===== src/rtl/coal_pkg.sv =====
package coal_pkg;
   localparam int unsigned DEF_LANES      = 16;
   localparam int unsigned DEF_ADDR_W     = 32;
   localparam int unsigned DEF_LINE_BYTES = 32;

   function automatic logic [DEF_ADDR_W-1:0] line_of(input logic [DEF_ADDR_W-1:0] a,
                                                     input int unsigned off_w);
      logic [DEF_ADDR_W-1:0] m;
      m = '1;
      m = m << off_w;
      return a & m;
   endfunction
endpackage


===== src/rtl/coal_first_lane.sv =====
module coal_first_lane #(
   parameter int unsigned LANES = 16,
   localparam int unsigned IDX_W = (LANES > 1) ? $clog2(LANES) : 1
) (
   input  logic [LANES-1:0] pend,
   output logic [IDX_W-1:0] idx,
   output logic             any
);
   always_comb begin
      idx = '0;
      for (int i = LANES - 1; i >= 0; i--) begin
         if (pend[i]) idx = IDX_W'(i);
      end
   end
   assign any = |pend;
endmodule


===== src/rtl/coal_match.sv =====
module coal_match #(
   parameter int unsigned LANES  = 16,
   parameter int unsigned ADDR_W = 32
) (
   input  logic [LANES-1:0]  pend,
   input  logic [ADDR_W-1:0] lines [LANES],
   input  logic [ADDR_W-1:0] head,
   output logic [LANES-1:0]  hit
);
   for (genvar g = 0; g < LANES; g++) begin : g_cmp
      assign hit[g] = pend[g] && (lines[g] == head);
   end
endmodule


===== src/rtl/coal_unit.sv =====
module coal_unit
   import coal_pkg::*;
#(
   parameter int unsigned LANES      = DEF_LANES,
   parameter int unsigned ADDR_W     = DEF_ADDR_W,
   parameter int unsigned LINE_BYTES = DEF_LINE_BYTES,
   localparam int unsigned OFF_W = $clog2(LINE_BYTES),
   localparam int unsigned IDX_W = (LANES > 1) ? $clog2(LANES) : 1,
   localparam int unsigned CNT_W = $clog2(LANES + 1)
) (
   input  logic                    clk,
   input  logic                    rst_n,
   input  logic                    in_valid,
   output logic                    in_ready,
   input  logic [LANES-1:0]        in_lane_valid,
   input  logic [LANES*ADDR_W-1:0] in_addr,
   output logic                    out_valid,
   input  logic                    out_ready,
   output logic [ADDR_W-1:0]       out_line_addr,
   output logic [LANES-1:0]        out_lane_mask,
   output logic                    grp_done,
   output logic [CNT_W-1:0]        grp_line_count
);
   if (LINE_BYTES < 4 || (LINE_BYTES & (LINE_BYTES - 1)) != 0) begin : g_bad_line
      $error("coal_unit: LINE_BYTES must be a power of two, at least 4");
   end
   if (LANES < 2) begin : g_bad_lanes
      $error("coal_unit: LANES must be at least 2");
   end
   if (ADDR_W != DEF_ADDR_W) begin : g_bad_addr
      $error("coal_unit: ADDR_W must match the package address width");
   end

   logic [LANES-1:0]  pend_q;
   logic [ADDR_W-1:0] line_q [LANES];
   logic [CNT_W-1:0]  cnt_q;
   logic              done_q;

   logic [IDX_W-1:0]  head_idx;
   logic              busy;
   logic [ADDR_W-1:0] head_line;
   logic [LANES-1:0]  hit;
   logic              in_fire, out_fire;

   coal_first_lane #(.LANES(LANES)) u_first (
      .pend (pend_q),
      .idx  (head_idx),
      .any  (busy)
   );

   assign head_line = line_q[head_idx];

   coal_match #(.LANES(LANES), .ADDR_W(ADDR_W)) u_match (
      .pend  (pend_q),
      .lines (line_q),
      .head  (head_line),
      .hit   (hit)
   );

   assign in_ready       = !busy;
   assign in_fire        = in_valid && in_ready;
   assign out_valid      = busy;
   assign out_fire       = busy && out_ready;
   assign out_line_addr  = head_line;
   assign out_lane_mask  = hit;
   assign grp_done       = done_q;
   assign grp_line_count = cnt_q;

   for (genvar g = 0; g < LANES; g++) begin : g_lane
      always_ff @(posedge clk or negedge rst_n) begin
         if (!rst_n) begin
            line_q[g] <= '0;
         end else if (in_fire) begin
            line_q[g] <= line_of(in_addr[g*ADDR_W +: ADDR_W], OFF_W);
         end
      end
   end

   always_ff @(posedge clk or negedge rst_n) begin
      if (!rst_n) begin
         pend_q <= '0;
         cnt_q  <= '0;
         done_q <= 1'b0;
      end else begin
         done_q <= 1'b0;
         if (in_fire) begin
            pend_q <= in_lane_valid;
            cnt_q  <= '0;
            if (in_lane_valid == '0) done_q <= 1'b1;
         end else if (out_fire) begin
            pend_q <= pend_q & ~hit;
            cnt_q  <= cnt_q + 1'b1;
            if ((pend_q & ~hit) == '0) done_q <= 1'b1;
         end
      end
   end
endmodule


===== config.mk =====
export PLATFORM = sky130hd
export DESIGN_NAME = coal_unit
export DESIGN_NICKNAME = d
export VERILOG_FILES = /design/src/rtl/coal_pkg.sv /design/src/rtl/coal_first_lane.sv /design/src/rtl/coal_match.sv /design/src/rtl/coal_unit.sv
export SDC_FILE = /design/constraint.sdc
export NUM_CORES = 1
export LEC_CHECK = 0
export ABC_AREA = 1
export BUFFER_PORTS_ARGS = -buffer_cell sky130_fd_sc_hd__buf_2
export CAP_MARGIN = 10
export CORE_MARGIN = 3
export CORE_UTILIZATION = 45
export CTS_CLUSTER_SIZE = 28
export DETAILED_ROUTE_END_ITERATION = 8
export PLACE_DENSITY_LB_ADDON = 0.15
export SYNTH_ARGS = -nofsm -noshare
export SYNTH_HDL_FRONTEND = slang
export SYNTH_SLANG_ARGS = --single-unit

===== constraint.sdc =====
create_clock -name clk -period 4.3 [get_ports clk]
set_clock_uncertainty 0.05 [all_clocks]
set_input_delay 0.43 -clock clk [delete_from_list [all_inputs] [get_ports clk]]
set_output_delay 0.43 -clock clk [all_outputs]
set_load 0.1 [all_outputs]

==> Word-level counts from Yosys, hierarchy flattened <==
Index checks and enable logic that the tools add are counted.
Widths: inputs -> output; s select.
{ "word_totals": {"out_inout_bits": 56, "regBits": 454, "inputBits": 532, "word_cells": 90} }
{ "op_classes": {"n_mux": 27, "n_reduce_logical": 23, "n_bitwise": 3, "eq_ne": 16, "magnitude_cmp": 1, "addsub": 1} }
{ "ops": {"columns": ["cell", "n"], "rows": [
  ["$eq 32x32->1", 16],
  ["$bmux 32 s4", 1],
  ["$mux 32", 2],
  ["$mux 4", 16],
  ["$logic_not 16->1", 2],
  ["$mux 16", 2],
  ["$logic_and 1x1->1", 18],
  ["$and 16x16->16", 1],
  ["$not 16->16", 1],
  ["$reduce_or 16->1", 1],
  ["$mux 5", 2],
  ["$add 5x1->5 const B", 1],
  ["$ge 5x5->1 const B", 1],
  ["$not 4->5", 1],
  ["$mux 1", 4],
  ["$reduce_bool 2->1", 1],
  ["$logic_not 1->1", 1]
]} }

==> Depth between registers and ports, before layout <==
Gate-level depths: netlist of run 1.
{ "depth": {"depth_word": 28, "depth_mapped": 37, "mapped_depth_nobuf": 35} }

==> Cells and area by module <==
From an unflattened synthesis of run 1, not the netlist that was laid out.
{ "unflattened": {"cells_unflattened": 4965, "area_unflattened_um2": 30957.2} }
{ "by_module_without_submodules": {"columns": ["mod", "seq_area_each_um2", "n_inst", "cells_per_inst", "area_per_inst_um2"], "rows": [
  ["coal_unit", 11360.9, 1, 2927, 22181.3],
  ["coal_match", 0.0, 1, 1989, 8567.0],
  ["coal_first_lane", 0.0, 1, 49, 209.0]
]} }

==> Least setup slack after synthesis of run 1 <==
No wires, ideal clock.
{ "synth_timing": {"path_kind": "reg2out", "startpoint": "register pend_q[14]", "endpoint": "output out_lane_mask[1]", "path_stages_with_launch": 32, "required_ns": 3.820, "path_buffers": 2, "setup_slack_ns": -1.178, "arrival_time_ns": 4.998, "path_cell_list": "dfrtp_1 -> inv_1 -> nand2_1 -> nand2_1 -> nand2_1 -> nand2_1 -> nand2_1 -> nand2_1 -> nand2_1 -> nand2_1 -> nand2_1 -> nand2_1 -> nand2_1 -> nand2_1 -> nand2_2 -> nand2_4 -> nand2_2 -> buf_6 -> buf_6 -> nand2_1 -> nand3_1 -> nand3_1 -> nand3_1 -> nand2_2 -> inv_1 -> nand2_1 -> nand2_1 -> nor2_1 -> nand2_1 -> nor2_1 -> nand2_1 -> nor3_1"} }
{ "synth_between": {"elab_chain_len": 21} }
{ "synth_rtl": {"columns": ["item", "line_no", "text"], "rows": [
  ["start, declared", "coal_unit.sv:34", "logic [LANES-1:0] pend_q;"],
  ["start signal, assigned", "coal_unit.sv:87", "pend_q <= in_lane_valid;"],
  ["start signal, assigned", "coal_unit.sv:91", "pend_q <= pend_q & ~hit;"],
  ["$mux 4 (15 in a row)", "coal_first_lane.sv:12", "if (pend[i]) idx = IDX_W'(i);"],
  ["$not 4->5 (not written as such)", "coal_unit.sv:51", "assign head_line = line_q[head_idx];"],
  ["$bmux 32 s4", "coal_unit.sv:51", null],
  ["$mux 32 (not written as such) (2 in a row)", "coal_unit.sv:51", null],
  ["named net out_line_addr[8]", "coal_unit.sv:19", "output logic [ADDR_W-1:0] out_line_addr,"],
  ["$eq 32x32->1", "coal_match.sv:11", "assign hit[g] = pend[g] && (lines[g] == head);"],
  ["$logic_and 1x1->1", "coal_match.sv:11", null],
  ["end, declared", "coal_unit.sv:20", "output logic [LANES-1:0] out_lane_mask,"]
]} }
The timed path passes the listed nets, and every way through them passes these cells. The select of a mux whose other input is x is not followed.

==> Worst setup path in the final report of run 1 <==
{ "layout_timing": {"startpoint": "register pend_q[14]", "endpoint": "output out_lane_mask[3]"} }
{ "layout_between": {"elab_chain_len": 21} }
{ "layout_rtl": {"columns": ["item", "line_no"], "rows": [
  ["$mux 4 (15 in a row)", "coal_first_lane.sv:12"],
  ["$not 4->5 (not written as such)", "coal_unit.sv:51"],
  ["$bmux 32 s4", "coal_unit.sv:51"],
  ["$mux 32 (not written as such) (2 in a row)", "coal_unit.sv:51"],
  ["$eq 32x32->1", "coal_match.sv:11"],
  ["$logic_and 1x1->1", "coal_match.sv:11"]
]} }
Every way passes these cells. The select of a mux whose other input is x is not followed.

==> results.py, run 1 <==
metrics = {
    "outcome": {
        "status": "finished with violations",
        "violations": "negative setup slack",
    },
    "place": {
        "gp_congestion": 0.983,
        "place_hpwl_um": 93000,
        "place_ws_ns": -0.189,
        "numPortBuffers": 502,
    },
    "grt": {
        "antenna_found_initial": 2,
        "track_usage_pct": 38.0,
        "grt_pass1_vias": 32000,
        "grt_pass1_wl_um": 194000,
        "grt_max_degree": 165,
        "grt-ovfl-total": 0,
    },
    "cells_and_area": {
        "syn_to_final_growth_pct": 48.2,
        "post_route_cells_drive_above_1_share_pct": 25.9,
        "final_common_cell": "nand2_1",
        "most-common-layout-cells": "nand2_1, nand3_1, buf_2, dfrtp_1, buf_4",
        "antenna_cells": 0,
        "fill_cells": 5289,
        "fin_nets": 5942,
    },
    "sta": {
        "fin_ws_ns": -0.702,
        "setup_violations": 19,
        "rsz0062_at_grt": "true",
        "max_freq_ghz": 0.200,
        "finalSetupTns_ns": -10.49,
        "whs_ns": 0.0103,
        "final_max_slew_viol_count": 0,
        "max_slew_margin_pct": 37.0,
        "final-hold-violation-count": 0,
        "period_share_pct": 116,
        "tightestPinTransition_ns": 0.942,
        "fin_crit_ns": 5.00,
    },
    "job": {
        "maxCapViolations": 0,
    },
    "floorplan": {
        "start_util_pct": 46.0,
        "fp-row-count": 91,
        "die_area_mm2": 0.0669,
        "pin_count": 588,
        "die_y_um": 259,
        "die_x_um": 259,
        "core_area_mm2": 0.0624,
    },
    "setup_path": {
        "slowest_stage": "dfrtp_1",
        "cpMostUsedCell": "nand2_1",
        "crit_type": "flip-flop to output pin",
        "critPathLaunchType": "flip-flop",
        "slowest_delay_ns": 0.40,
        "worstSetupEndpointType": "output pin",
        "crit_path_max_fanout": 8,
        "required_ns": 3.82,
        "cp.arrival_ns": 4.52,
    },
    "drt": {
        "viasPerCell": 5.47,
        "avgRoutedWirePerCell_um": 21.3,
        "ant_nets": 0,
        "routed_wirelength_um": 134000,
        "vias": 34400,
        "drtPass1Iterations": 6,
        "drt_iter0_markers": 4611,
        "drc": 0,
    },
    "logic_synthesis": {
        "syn_area_mm2": 0.0287,
        "seq_area_frac_synth_pct": 39.5,
        "yosysTopAreaCellShare_pct": 39.5,
        "syn-instance-count": 4369,
        "postSynthAreaPerCell_um2": 6.58,
        "synth_area_leader_cell": "dfrtp_1",
        "yosysUniqueCellTypes": 32,
        "synthTopCellsByArea": "dfrtp_1, nand2_1, nand3_1",
        "synth_seq_cells": 454,
        "ys_warn_count": 0,
    },
    "clock_network": {
        "cts.clk_slew.worst_paths_ns": 0.06,
        "clock_sinks": 454,
        "htree_levels": 2,
        "cts_tree": "built",
        "clk_latency_ns": 0.63,
        "cts_buffers": 52,
        "cts_buffer_depth": 3,
        "clockRootBuffer": "clkbuf_16",
    },
    "min_path": {
        "worstHoldPathType": "input pin to flip-flop",
    },
}
## layer usage
layer / track usage [%] / part of all wire (%)
met4: 16.8 / 5.6
met5: 0 / 0.0097
met2: 59.3 / 45
met3: 6.76 / 11
met1: 51.8 / 39
## synth_stat cells, drive strengths merged
library cell and number:
nand2 2028, buf 102, clkbuf 138, nor2 166
ha 1, nor3 4, inv 317, a21oi 6
o21bai 1, nand4 16, dlygate4sd1 1, dfrtp 454
nor4 6, nand3 692, nand3b 59, conb 1
xor2 84, a22o 1, o21ai 243, xnor2 43
clkinv 2, o211ai 4
## worst paths after layout
kind                                        start                end  slack, ns  cells after the start
worst max-delay path                   pend_q[14]   out_lane_mask[3]      -0.70                     33
worst min-delay path                 in_addr[431]         line_q[79]       0.01                      3
worst max register to register         pend_q[14]           grp_done      -0.61                     45
worst min register to register  grp_line_count[4]  grp_line_count[4]       0.42                      1
max in group asynchronous                   rst_n        line_q[180]       2.62                      3
min in group asynchronous                   rst_n        line_q[398]       0.35                      2
## critical path, delay by kind of cell, from the launching register on
family                 cells  cell delay [ns]
flip-flops                 1             0.40
AND/OR/NAND/NOR           26             2.38
buffers and inverters      6             0.87
XOR/XNOR                   1             0.22
## logic make-up (layout without fill, tap and decap cells)
logic type,count (synthesis),after routing,synth area share (%)
buf+inv,560,1631,8.54
compound gates,255,255,4.53
flops,454,454,39.5
other cells,1,5,0.0131
xor+xnor,127,127,3.87
simple gates,2971,2975,43.5
fa+ha+maj,1,1,0.0435
## timing repair
item / CTS / global route
cloned: 5 / 20
hold buffers: 282 / 0
setup endpoints to repair: 19 / 38
buffers inserted: 39 / 66
pin swaps: 48 / 141
gates resized for setup: 185 / 317
hold endpoints to repair: 357 / 0
## stage by stage
step	utilization, %	cell area (um2)	std cells
5_1_grt	68.2	42600	6285
2_1_floorplan	-	28800	4373
3_5_place_dp	55.5	34600	5781
4_1_cts	64.7	40400	6199
3_3_place_gp	55.5	34600	5781
6_report	68.2	42600	6285
## layout make-up
| type | count | area [um2] | share of cell area (%) |
|---|---|---|---|
| clock buffer | 70 | 1480 | 3.47 |
| clock inverter | 23 | 348 | 0.817 |
| inverter | 319 | 1250 | 2.94 |
| multi-input combinational | 3363 | 16600 | 39.1 |
| sequential | 454 | 11400 | 26.7 |
| tap | 837 | 1050 | 2.46 |
| timing repair buffer | 1219 | 10500 | 24.6 |
## registers in the layout, summed over array words and instances (netlist names)
register,cells
grp_line_count,5
pend_q,16
grp_done,1
line_q,432
Power of run 1 is left out: the tool's default activity adds up to more than one toggle a clock period on the data nets, which glitch-free logic cannot reach.
==> run 2, diff against run 1 <==
--- a/config.mk
+++ b/config.mk
@@ -5,10 +5,9 @@
 export SDC_FILE = /design/constraint.sdc
 export NUM_CORES = 1
 export LEC_CHECK = 0
-export ABC_AREA = 1
 export BUFFER_PORTS_ARGS = -buffer_cell sky130_fd_sc_hd__buf_2
 export CAP_MARGIN = 10
-export CORE_MARGIN = 3
+export CORE_MARGIN = 2
 export CORE_UTILIZATION = 45
 export CTS_CLUSTER_SIZE = 28
 export DETAILED_ROUTE_END_ITERATION = 8
@@ -16,3 +15,4 @@
 export SYNTH_ARGS = -nofsm -noshare
 export SYNTH_HDL_FRONTEND = slang
 export SYNTH_SLANG_ARGS = --single-unit
+export TNS_END_PERCENT = 50
==> run 2 against run 1 <==
Compared with the run above:
- the flow now stops in global routing (5_1_grt)
- synthesized area rose by 13%
- synthesized cell count shrank 22%
==> results.py, run 2 <==
metrics = {
    "logic_synthesis": {
        "synthTopCellsByArea": "dfrtp_1, mux2_2, mux2i_1",
        "synth.most_common_cell": "dfrtp_1",
        "ys_warn_count": 0,
        "seq_area_frac_synth_pct": 35.0,
        "synth_area_leader_cell": "dfrtp_1",
        "synth_ff_type": "dfrtp_1",
        "syn_area_mm2": 0.0324,
        "synth_edf_count": 0,
        "ys_async_sr_fraction_pct": 100,
        "netlist_top_cells_count": "dfrtp_1, mux2_2, nand2_1",
        "synth_seq_cells": 454,
        "yosysUniqueCellTypes": 105,
        "yosysTopAreaCellShare_pct": 35.0,
        "syn-instance-count": 3398,
        "postSynthAreaPerCell_um2": 9.55,
    },
    "floorplan": {
        "die_y_um": 273,
        "fp-row-count": 98,
        "start_util_pct": 45.4,
        "pin_count": 588,
        "die_x_um": 273,
    },
    "outcome": {
        "lastStage": "global routing (5_1_grt)",
        "status": "did not finish",
        "firstError": "[ERROR GRT-0116] Global routing finished with congestion. Check the congestion regions in the DRC Viewer.",
    },
    "clock_network": {
        "cts_buffer_depth": 3,
        "clockRootBuffer": "clkbuf_16",
        "cts_buffers": 48,
        "htree_levels": 2,
        "clock_sinks": 454,
    },
    "grt": {
        "grt_pass1_wl_um": 453000,
        "track_usage_pct": 85.4,
        "grt-ovfl-total": 772,
        "grt_pass1_vias": 53600,
        "grt_max_degree": 97,
    },
    "place": {
        "dpl_cell_area_mm2": 0.0475,
        "numPortBuffers": 502,
        "gp_congestion": 1.38,
        "place_hpwl_um": 225000,
    },
}
==> run 2: cell types whose count changed after synthesis, sizes merged, moves of 140 or more <==
cell,previous run,this run
mux2,0,403
nand3,692,67
a21oi,6,146
nand2,2028,266
inv,317,102
mux2i,0,234
==> run 2: through the flow <==
| step | hold slack (ns) | worst slack (ns) | instances |
|---|---|---|---|
| after floorplan | 0.0844 | -0.730 | 3402 |
| after global placement | 0.448 | -1.81 | 6012 |
| after detailed placement | 0.448 | -1.76 | 6012 |
| after CTS | 0.0000731 | -1.58 | 6429 |
==> run 2: routing by layer <==
| layer | global-route usage (%) | GRT overflow |
|---|---|---|
| met1 | 85.4 | 9 |
| met2 | 98.5 | 482 |
| met3 | 74.4 | 21 |
| met4 | 81.9 | 260 |
| met5 | 55.8 | 0 |
==> run 2: logic make-up after synthesis <==
group | Yosys count | share of synthesized area [%]
AO/OA/AOI/OAI | 972 | 21.4
XOR/XNOR | 152 | 4.10
adder cells (fa/ha/maj) | 1 | 0.0386
buffers and inverters | 339 | 5.01
flip-flops | 454 | 35.0
multiplexers | 651 | 22.2
other | 1 | 0.0116
AND/OR/NAND/NOR | 828 | 12.2
==> run 2: what timing repair did <==
| action | in CTS |
|---|---|
| gates resized for setup | 573 |
| hold buffers | 153 |
| cloned | 13 |
| pin swaps | 146 |
| setup buffers | 178 |
| setup endpoints to repair | 58 |
| hold endpoints to repair | 238 |
